--- config.mk ---
export PLATFORM = sky130hd
export DESIGN_NAME = dram_ctl
export DESIGN_NICKNAME = d
export VERILOG_FILES = /design/src/rtl/dram_ctl.sv
export SDC_FILE = /design/constraint.sdc
export NUM_CORES = 1
export LEC_CHECK = 0
export CORE_MARGIN = 2
export CORE_UTILIZATION = 24
export DETAILED_ROUTE_END_ITERATION = 8
export SYNTH_ARGS = -nofsm -noshare
export SYNTH_HDL_FRONTEND = slang
export SYNTH_SLANG_ARGS = --single-unit
--- constraint.sdc ---
create_clock -name clk -period 7 [get_ports clk]
set_clock_uncertainty 0.1 [all_clocks]
set_input_delay 2.1 -clock clk [delete_from_list [all_inputs] [get_ports clk]]
set_output_delay 2.1 -clock clk [all_outputs]
set_load 0.01 [all_outputs]
--- src/rtl/dram_ctl.sv ---
module dram_ctl #(
  parameter int REF_FAST = 390,
  parameter int REF_NORM = 780,
  parameter int REF_SLOW = 1560,
  parameter int TW = 4
) (
  input  logic          clk,
  input  logic          rst_n,
  input  logic          req_valid,
  input  logic          req_write,
  input  logic [23:0]   req_addr,
  input  logic [1:0]    req_be,
  input  logic          req_wide,
  input  logic [31:0]   req_wdata,
  output logic          req_ready,
  output logic [31:0]   req_rdata,
  input  logic [1:0]    cfg_size,
  input  logic [1:0]    cfg_rate,
  input  logic          cfg_edo,
  input  logic          cfg_page,
  input  logic [TW-1:0] cfg_trcd,
  input  logic [TW-1:0] cfg_tcas,
  input  logic [TW-1:0] cfg_trp,
  input  logic [TW-1:0] cfg_tras,
  input  logic [TW-1:0] cfg_tcsr,
  input  logic          battery,
  output logic [11:0]   dram_addr,
  output logic          dram_ras_n,
  output logic [1:0]    dram_cas_n,
  output logic [1:0]    dram_we_n,
  output logic          dram_oe_n,
  output logic [15:0]   dram_dq_out,
  output logic          dram_dq_oe,
  input  logic [15:0]   dram_dq_in
);
  localparam int RCW = $clog2(REF_SLOW + 1);

  typedef enum logic [2:0] {S_IDLE, S_ROW, S_COL, S_CHI, S_PRE, S_RFC, S_RFR} st_t;

  st_t            st;
  logic [TW-1:0]  cnt;
  logic           row_open, ref_pend, ack_q, wsel;
  logic [11:0]    open_row, l_col, req_row, req_col, ecol;
  logic           l_bank, req_bank, l_wr, l_wide;
  logic [1:0]     l_be;
  logic [31:0]    l_wdata;
  logic [RCW-1:0] ref_cnt, period;

  function automatic logic [TW-1:0] ld(input logic [TW-1:0] t);
    return (t == '0) ? '0 : t - 1'b1;
  endfunction

  always_comb begin
    case (cfg_size)
      2'd0: begin req_row = {3'b0, req_addr[17:9]};  req_col = {3'b0, req_addr[8:0]};  req_bank = req_addr[18]; end
      2'd1: begin req_row = {2'b0, req_addr[18:9]};  req_col = {3'b0, req_addr[8:0]};  req_bank = req_addr[19]; end
      2'd2: begin req_row = {1'b0, req_addr[20:10]}; req_col = {2'b0, req_addr[9:0]};  req_bank = req_addr[21]; end
      default: begin req_row = req_addr[22:11];      req_col = {1'b0, req_addr[10:0]}; req_bank = req_addr[23]; end
    endcase
  end

  always_comb begin
    case (cfg_rate)
      2'd0:    period = RCW'(REF_FAST - 1);
      2'd1:    period = RCW'(REF_NORM - 1);
      default: period = RCW'(REF_SLOW - 1);
    endcase
  end

  wire take = req_valid && !battery && !ack_q;
  wire hit  = row_open && (req_row == open_row);
  wire done = (cnt == '0);

  always_ff @(posedge clk) begin
    if (!rst_n) begin
      st <= S_IDLE; cnt <= '0; row_open <= 1'b0; ref_pend <= 1'b0; ack_q <= 1'b0;
      wsel <= 1'b0; open_row <= '0; l_col <= '0; l_bank <= 1'b0; l_wr <= 1'b0;
      l_wide <= 1'b0; l_be <= '0; l_wdata <= '0; req_rdata <= '0;
      ref_cnt <= RCW'(REF_SLOW - 1);
    end else begin
      ack_q <= 1'b0;
      case (st)
        S_IDLE: begin
          if (ref_pend) begin
            if (row_open) begin
              st <= S_PRE; cnt <= ld(cfg_trp); row_open <= 1'b0;
            end else begin
              st <= S_RFC; cnt <= ld(cfg_tcsr); ref_pend <= 1'b0;
            end
          end else if (take) begin
            if (row_open && !hit) begin
              st <= S_PRE; cnt <= ld(cfg_trp); row_open <= 1'b0;
            end else begin
              l_col <= req_col; l_bank <= req_bank; l_wr <= req_write;
              l_wide <= req_wide; l_be <= req_be; l_wdata <= req_wdata; wsel <= 1'b0;
              if (hit) begin
                st <= S_COL; cnt <= ld(cfg_tcas);
              end else begin
                st <= S_ROW; cnt <= ld(cfg_trcd); open_row <= req_row; row_open <= 1'b1;
              end
            end
          end
        end
        S_ROW: if (done) begin st <= S_COL; cnt <= ld(cfg_tcas); end else cnt <= cnt - 1'b1;
        S_COL: begin
          if (done) begin
            st <= S_CHI;
            if (!cfg_edo && !l_wr) begin
              if (wsel) req_rdata[31:16] <= dram_dq_in; else req_rdata[15:0] <= dram_dq_in;
            end
          end else cnt <= cnt - 1'b1;
        end
        S_CHI: begin
          if (cfg_edo && !l_wr) begin
            if (wsel) req_rdata[31:16] <= dram_dq_in; else req_rdata[15:0] <= dram_dq_in;
          end
          if (l_wide && !wsel) begin
            wsel <= 1'b1; st <= S_COL; cnt <= ld(cfg_tcas);
          end else begin
            ack_q <= 1'b1;
            if (cfg_page) st <= S_IDLE;
            else begin st <= S_PRE; cnt <= ld(cfg_trp); row_open <= 1'b0; end
          end
        end
        S_PRE: begin
          if (done) begin
            if (ref_pend) begin st <= S_RFC; cnt <= ld(cfg_tcsr); ref_pend <= 1'b0; end
            else st <= S_IDLE;
          end else cnt <= cnt - 1'b1;
        end
        S_RFC: if (done) begin st <= S_RFR; cnt <= ld(cfg_tras); end else cnt <= cnt - 1'b1;
        S_RFR: if (done) begin st <= S_PRE; cnt <= ld(cfg_trp); end else cnt <= cnt - 1'b1;
        default: st <= S_IDLE;
      endcase
      if (ref_cnt == '0) begin
        ref_cnt <= period; ref_pend <= 1'b1;
      end else ref_cnt <= ref_cnt - 1'b1;
    end
  end

  wire in_col = (st == S_COL);
  wire in_ref = (st == S_RFC) || (st == S_RFR);

  assign ecol        = l_wide ? {l_col[11:1], wsel} : l_col;
  assign req_ready   = ack_q;
  assign dram_addr   = (in_col || st == S_CHI) ? ecol : open_row;
  assign dram_ras_n  = !(st == S_ROW || in_col || st == S_CHI || st == S_RFR || (st == S_IDLE && row_open));
  assign dram_cas_n  = in_ref ? 2'b00 : in_col ? (l_bank ? 2'b01 : 2'b10) : 2'b11;
  assign dram_we_n   = (in_col && l_wr) ? ~(l_wide ? 2'b11 : l_be) : 2'b11;
  assign dram_dq_oe  = in_col && l_wr && (l_wide || (l_be != 2'b00));
  assign dram_dq_out = wsel ? l_wdata[31:16] : l_wdata[15:0];
  assign dram_oe_n   = !(!l_wr && (in_col || (st == S_CHI && cfg_edo)));
endmodule

==> summary.log, run 1 <==
INFO  run_status     result_of_the_run=completed
INFO  clock_network  clk_root_buffer_cell=sky130_fd_sc_hd__clkbuf_16
INFO  clock_network  cts_buffer_count=17
INFO  drt            routed_wire_length=20000um
INFO  pwr            power-per-cell-area=258nW/um2
INFO  cells_and_area area_growth_syn_to_layout=39.7%
INFO  placement      hpwlAfterDp=14700um
INFO  sta            final-setup-viol-count=0
INFO  worst_setup_path worstSetupEndpointType=output port
INFO  grt            first_global_vias=5726
INFO  drt            routed-via-count=5958
INFO  clock_network  cts_tree=done
INFO  sta            hold_violations=0
INFO  floorplan      placeableCoreArea=26100um2
INFO  sta            grt_setup_unrepaired=no
INFO  clock_network  cts.repair.resized=0
INFO  cells_and_area fin_util=0.343
INFO  drt            routed_wire_length_per_instance=15.8um
INFO  drt            drt-initial-drc-count=429
INFO  synthesis      synth_top_cells_by_area=sky130_fd_sc_hd__dfxtp_1 36%, sky130_fd_sc_hd__mux2i_1 15%, sky130_fd_sc_hd__nand2_1 7.6%
INFO  floorplan      die-width=168um
INFO  synthesis      syn_inst=770
INFO  sta            hold_ws=0.310ns
INFO  clock_network  cts_hold_repair.buffers=0
INFO  drt            drt-pass1-iter-count=6
INFO  cells_and_area n_antenna_cell=0
INFO  sta            achievable-frequency=0.184GHz
INFO  sta            period_needed=5.44ns
INFO  synthesis      postSynthNetCount=882
INFO  clock_network  clock_insertion_delay_worst_skew=0.40ns
INFO  clock_network  clock_path_buffers=2
INFO  synthesis      synth_async_sr_flop_share=0
INFO  grt            grt_first_pass_wirelength=31200um
INFO  worst_setup_path data_required_time_at_the_worst_endpoint=4.80ns
INFO  floorplan      io_pins=174
INFO  synthesis      synth_area_per_cell=8.34um2
INFO  sta            slew_viol_final=0
INFO  grt            overflow_left_after_global_routing=0
INFO  grt            maximum_number_of_pins_on_one_net_before_global_route_repair=60
INFO  sta            worstMarginPinSlew=1.14ns
INFO  drt            drc=0
INFO  clock_network  numClockSinks=114
INFO  synthesis      netlist-cell-type-count=71
INFO  clock_network  cts_post_setup_buffers_inserted=0
INFO  clock_network  clock_tree.htree_level_count=4
INFO  grt            grt_antenna_before_repair=0
INFO  synthesis      largest_area_contributor_in_the_synthesized_netlist=sky130_fd_sc_hd__dfxtp_1
INFO  job            drv.max_cap_violation_count=0
INFO  cells_and_area multi_input_comb_area=3840um2
INFO  cells_and_area design.final.nets=1032
INFO  drt            viasPerCell=4.70
INFO  synthesis      synth_enable_flop_cells=0
INFO  grt            gr_usage_total=0.140
INFO  sta            final_min_period_over_clock_period=0.778
INFO  sta            worst_slew_margin_rel=0.240
INFO  worst_setup_path data_arrival_time_of_the_critical_path=3.24ns
INFO  floorplan      start_util=0.246
INFO  worst_setup_path worstPathMaxFanout=3
INFO  synthesis      synth-seq-cells=114
INFO  cells_and_area final.fill_count=2715
INFO  synthesis      synth_area=6420um2
INFO  sta            finalSetupTns=0ns
INFO  synthesis      synth_seq_area_share=0.355
INFO  floorplan      floorplan.die_area=28100um2
INFO  worst_setup_path path_class=in -> out
INFO  synthesis      dominantRegCellSynth=sky130_fd_sc_hd__dfxtp_1
INFO  min_path       hold_class=reg -> reg
INFO  placement      gpl.final_weighted_congestion=0.883
INFO  clock_network  clkTransAtPathRegs=0.05ns
INFO  synthesis      yosysTopAreaCellShare=0.355
INFO  floorplan      dieHeight=168um
INFO  synthesis      yosysWarnings=0
INFO  cells_and_area final-seq-area=2280um2
INFO  drt            drt.antenna.violating_nets=0
INFO  floorplan      placement_rows=59
INFO  pwr            total_leakage_power=3.29nW
INFO  pwr            vdd.ir_drop.worst=0.152mV
INFO  placement      numPortBuffers=173
INFO  worst_setup_path setup.worst_path.start_class=primary input
INFO  cells_and_area layout-drive-gt1-share=0.0794
INFO  pwr            total_power=2.31mW
-- Yosys cell counts (6+ instances only) --
| cell type | instances |
|---|---|
| sky130_fd_sc_hd__nand2_1 | 130 |
| sky130_fd_sc_hd__dfxtp_1 | 114 |
| sky130_fd_sc_hd__mux2i_1 | 95 |
| sky130_fd_sc_hd__nor2_1 | 91 |
| sky130_fd_sc_hd__o21ai_0 | 38 |
| sky130_fd_sc_hd__a21oi_1 | 34 |
| sky130_fd_sc_hd__mux2_2 | 29 |
| sky130_fd_sc_hd__clkbuf_1 | 26 |
| sky130_fd_sc_hd__nor3_1 | 22 |
| sky130_fd_sc_hd__xor2_1 | 16 |
| sky130_fd_sc_hd__inv_1 | 14 |
| sky130_fd_sc_hd__nand3_1 | 11 |
| sky130_fd_sc_hd__xnor2_1 | 11 |
| sky130_fd_sc_hd__a211oi_1 | 10 |
| sky130_fd_sc_hd__nand2b_1 | 7 |
| sky130_fd_sc_hd__buf_2 | 6 |
| sky130_fd_sc_hd__ha_1 | 6 |
-- logic make-up after synthesis --
| family | share of synthesized area |
|---|---|
| AND/OR/NAND/NOR | 0.219 |
| multiplexers | 0.202 |
| flip-flops | 0.355 |
| adder cells (fa/ha/maj) | 0.0117 |
| XOR/XNOR | 0.0368 |
| AO/OA/AOI/OAI | 0.126 |
| buffers and inverters | 0.0481 |
-- path summary, 6_finish.rpt --
check,slack [ns],from,to,depth (start not counted)
setup / recovery,1.56,cfg_edo,dram_oe_n,3
hold reg to reg,0.31,ref_cnt[0],ref_cnt[0],1
hold / removal,0.31,ref_cnt[0],ref_cnt[0],1
setup reg to reg,3.51,st[0],open_row[2],6
-- per-stage QoR --
step	cell area (um2)	cells	setup slack, ns
after floorplan	6420	770	2.43
after CTS	8970	1267	1.56
after detailed placement	8380	1236	1.55
after global routing	8970	1267	1.54
after global placement	8380	1236	1.54
final	8970	1267	1.56
-- metal layers --
| layer | global-route usage | share of wire |
|---|---|---|
| met1 | 0.176 | 0.45 |
| met2 | 0.228 | 0.47 |
| met3 | 0.0425 | 0.061 |
| met4 | 0.0461 | 0.017 |
| met5 | 0 | 0 |
-- power breakdown --
| part | leakage, nW | switching (mW) | total (mW) | internal [mW] |
|---|---|---|---|---|
| logic | 2.07 | 0.353 | 0.659 | 0.306 |
| clock network | 0.288 | 0.287 | 0.873 | 0.585 |
| registers | 0.926 | 0.0685 | 0.782 | 0.713 |
| total | 3.29 | 0.709 | 2.31 | 1.60 |
-- area by class of cell --
type | count | share of cell area
multi-input combinational | 594 | 0.428
clock inverter | 5 | 0.0112
sequential | 114 | 0.254
timing repair buffer | 179 | 0.199
inverter | 14 | 0.00586
tap | 335 | 0.0467
clock buffer | 26 | 0.0546
-- registers in the layout, indices dropped and copies added, names as in the netlist --
name,cells
l_wdata,32
l_wr,1
req_rdata,32
l_bank,1
l_col,11
wsel,1
req_ready,1
open_row,12
row_open,1
ref_pend,1
l_be,2
cnt,4
ref_cnt,11
st,3
l_wide,1
-- layout by cell type (no fill, tap or decap), types with 7 or more instances in the layout --
cell                              instances
sky130_fd_sc_hd__clkdlybuf4s50_1        172
sky130_fd_sc_hd__nand2_1                130
sky130_fd_sc_hd__dfxtp_1                114
sky130_fd_sc_hd__mux2i_1                 95
sky130_fd_sc_hd__nor2_1                  91
sky130_fd_sc_hd__o21ai_0                 38
sky130_fd_sc_hd__a21oi_1                 34
sky130_fd_sc_hd__mux2_2                  29
sky130_fd_sc_hd__nor3_1                  22
sky130_fd_sc_hd__clkbuf_16               17
sky130_fd_sc_hd__xor2_1                  16
sky130_fd_sc_hd__inv_1                   14
sky130_fd_sc_hd__xnor2_1                 11
sky130_fd_sc_hd__nand3_1                 11
sky130_fd_sc_hd__a211oi_1                10
sky130_fd_sc_hd__nand2b_1                 7
-- worst max-delay path, stage by stage --
cell and delay, ns:
sky130_fd_sc_hd__clkdlybuf4s50_1 0.44, sky130_fd_sc_hd__o21ai_0 0.15, sky130_fd_sc_hd__clkdlybuf4s50_1 0.55
(Power assumes the default switching activity.)
==> run 2: changes to the inputs <==
==> constraint.sdc (replaced) <==
create_clock -name clk -period 5.07 [get_ports clk]
set_clock_uncertainty 0.1 [all_clocks]
set_input_delay 1.521 -clock clk [delete_from_list [all_inputs] [get_ports clk]]
set_output_delay 1.521 -clock clk [all_outputs]
set_load 0.01 [all_outputs]
==> summary.log, run 2 (synthesis results as in run 1) <==
INFO  placement      placedCellCount=1244
INFO  min_path       hold_path_depth=1
INFO  drt            drc=0
INFO  sta            grt_setup_unrepaired=no
INFO  sta            worstMarginPinSlew=1.08ns
INFO  clock_network  clkTransAtPathRegs=0.05ns
INFO  run_status     result_of_the_run=completed
INFO  clock_network  cts_tree=done
INFO  worst_setup_path path_class=in -> out
INFO  cells_and_area layout_commonest_cell=sky130_fd_sc_hd__clkdlybuf4s50_1
INFO  sta            final-setup-viol-count=0
INFO  cells_and_area design.final.nets=1040
INFO  min_path       hold_class=reg -> reg
INFO  worst_setup_path setup.worst_path.start_class=primary input
INFO  drt            routed-via-count=5977
INFO  worst_setup_path timing.reg2reg.worst_path_depth=6
INFO  floorplan      start_util=0.246
INFO  cells_and_area layout-drive-gt1-share=0.0936
INFO  clock_network  clock_insertion_delay_worst_skew=0.41ns
INFO  grt            maximum_number_of_pins_on_one_net_before_global_route_repair=63
INFO  floorplan      placeableCoreArea=26100um2
INFO  cells_and_area layout.cells.non_filler=1276
INFO  cells_and_area reg_top3=l_wdata x32, req_rdata x32, open_row x12
INFO  grt            gr_usage_total=0.139
INFO  clock_network  clock_path_buffers=2
INFO  cells_and_area area_growth_syn_to_layout=39.8%
INFO  sta            achievable-frequency=0.232GHz
INFO  floorplan      floorplan.die_area=28100um2
INFO  drt            drt-initial-drc-count=417
INFO  clock_network  cts_buffer_count=17
INFO  placement      hpwlAfterDp=14900um
INFO  worst_setup_path data_required_time_at_the_worst_endpoint=3.45ns
INFO  job            drv.max_cap_violation_count=0
INFO  drt            routed_wire_length=20100um
INFO  grt            grt_first_pass_wirelength=31000um
INFO  clock_network  clk_root_buffer_cell=sky130_fd_sc_hd__clkbuf_16
INFO  sta            final_min_period_over_clock_period=0.849
INFO  floorplan      die-width=168um
INFO  clock_network  clock_tree.htree_level_count=4
INFO  worst_setup_path data_arrival_time_of_the_critical_path=2.68ns
INFO  drt            drt-pass1-iter-count=6
INFO  drt            viasPerCell=4.68
INFO  sta            worst_slew_margin_rel=0.276
INFO  clock_network  cts_hold_repair.buffers=0
INFO  grt            first_global_vias=5699
INFO  floorplan      dieHeight=168um
INFO  worst_setup_path worstPathMaxFanout=3
INFO  floorplan      placement_rows=59
INFO  drt            routed_wire_length_per_instance=15.7um
INFO  cells_and_area layout_common_cells=172 x sky130_fd_sc_hd__clkdlybuf4s50_1, 130 x sky130_fd_sc_hd__nand2_1, 114 x sky130_fd_sc_hd__dfxtp_1
INFO  cells_and_area fin_util=0.343
INFO  placement      numPortBuffers=173
INFO  clock_network  numClockSinks=114
INFO  grt            overflow_left_after_global_routing=0
INFO  sta            final_worst_setup_slack=0.765ns
INFO  placement      worst_slack_at_placement=0.528ns
INFO  placement      gpl.final_weighted_congestion=0.853
INFO  placement      placed_area=8440um2
INFO  pwr            total_leakage_power=3.31nW
INFO  pwr            power-per-cell-area=345nW/um2
INFO  grt            grt_antenna_before_repair=1
INFO  clock_network  cts.repair.resized=0
INFO  worst_setup_path worstSetupEndpointType=output port
INFO  sta            period_needed=4.30ns
INFO  sta            slew_viol_final=0
INFO  floorplan      io_pins=174
INFO  clock_network  cts_post_setup_buffers_inserted=0
INFO  sta            finalSetupTns=0ns
INFO  drt            drt.antenna.violating_nets=0
INFO  sta            hold_violations=0
INFO  cells_and_area postLayoutCellArea=8970um2
INFO  pwr            vdd.ir_drop.worst=0.209mV
[run 2: area by class of cell]
| class | instances | area (um2) |
|---|---|---|
| sequential | 114 | 2280 |
| timing repair buffer | 187 | 1850 |
| clock buffer | 18 | 439 |
| antenna | 1 | 2.50 |
| inverter | 14 | 52.6 |
| multi-input combinational | 594 | 3840 |
| clock inverter | 13 | 95.1 |
| tap | 335 | 419 |
| fill | 2732 | 17200 |
[run 2: worst paths after layout]
kind / start / end / slack, ns
max: cfg_edo / dram_oe_n / 0.77
min: ref_cnt[0] / ref_cnt[0] / 0.31
max reg2reg: st[0] / l_wdata[22] / 2.15
min reg2reg: ref_cnt[0] / ref_cnt[0] / 0.31
[run 2: where the power goes]
group          switching, mW  leakage [nW]  internal [mW]
Combinational          0.514          2.11          0.436
Clock                  0.418         0.270          0.672
Sequential            0.0715         0.926          0.984
Total                   1.00          3.31           2.09
[run 2: critical path, cell delays in order]
cell                              delay [ns]
sky130_fd_sc_hd__clkdlybuf4s50_1        0.44
sky130_fd_sc_hd__o21ai_0                0.16
sky130_fd_sc_hd__clkdlybuf4s50_1        0.57
[run 2: per-stage QoR]
step	hold slack [ns]	power (mW)
after global placement	0.293	2.02
after floorplan	0.282	1.67
after detailed placement	0.300	2.02
after CTS	0.312	3.12
final	0.312	3.10
after global routing	0.331	3.27
[run 2: metal layers]
layer	track usage	up-vias	share of wire	routed length, um
met3	0.0383	16	0.064	1280
li1	-	3011	-	-
met2	0.227	190	0.47	9390
met4	0.0450	0	0.013	256
met1	0.178	2760	0.46	9130
met5	0	-	0	0
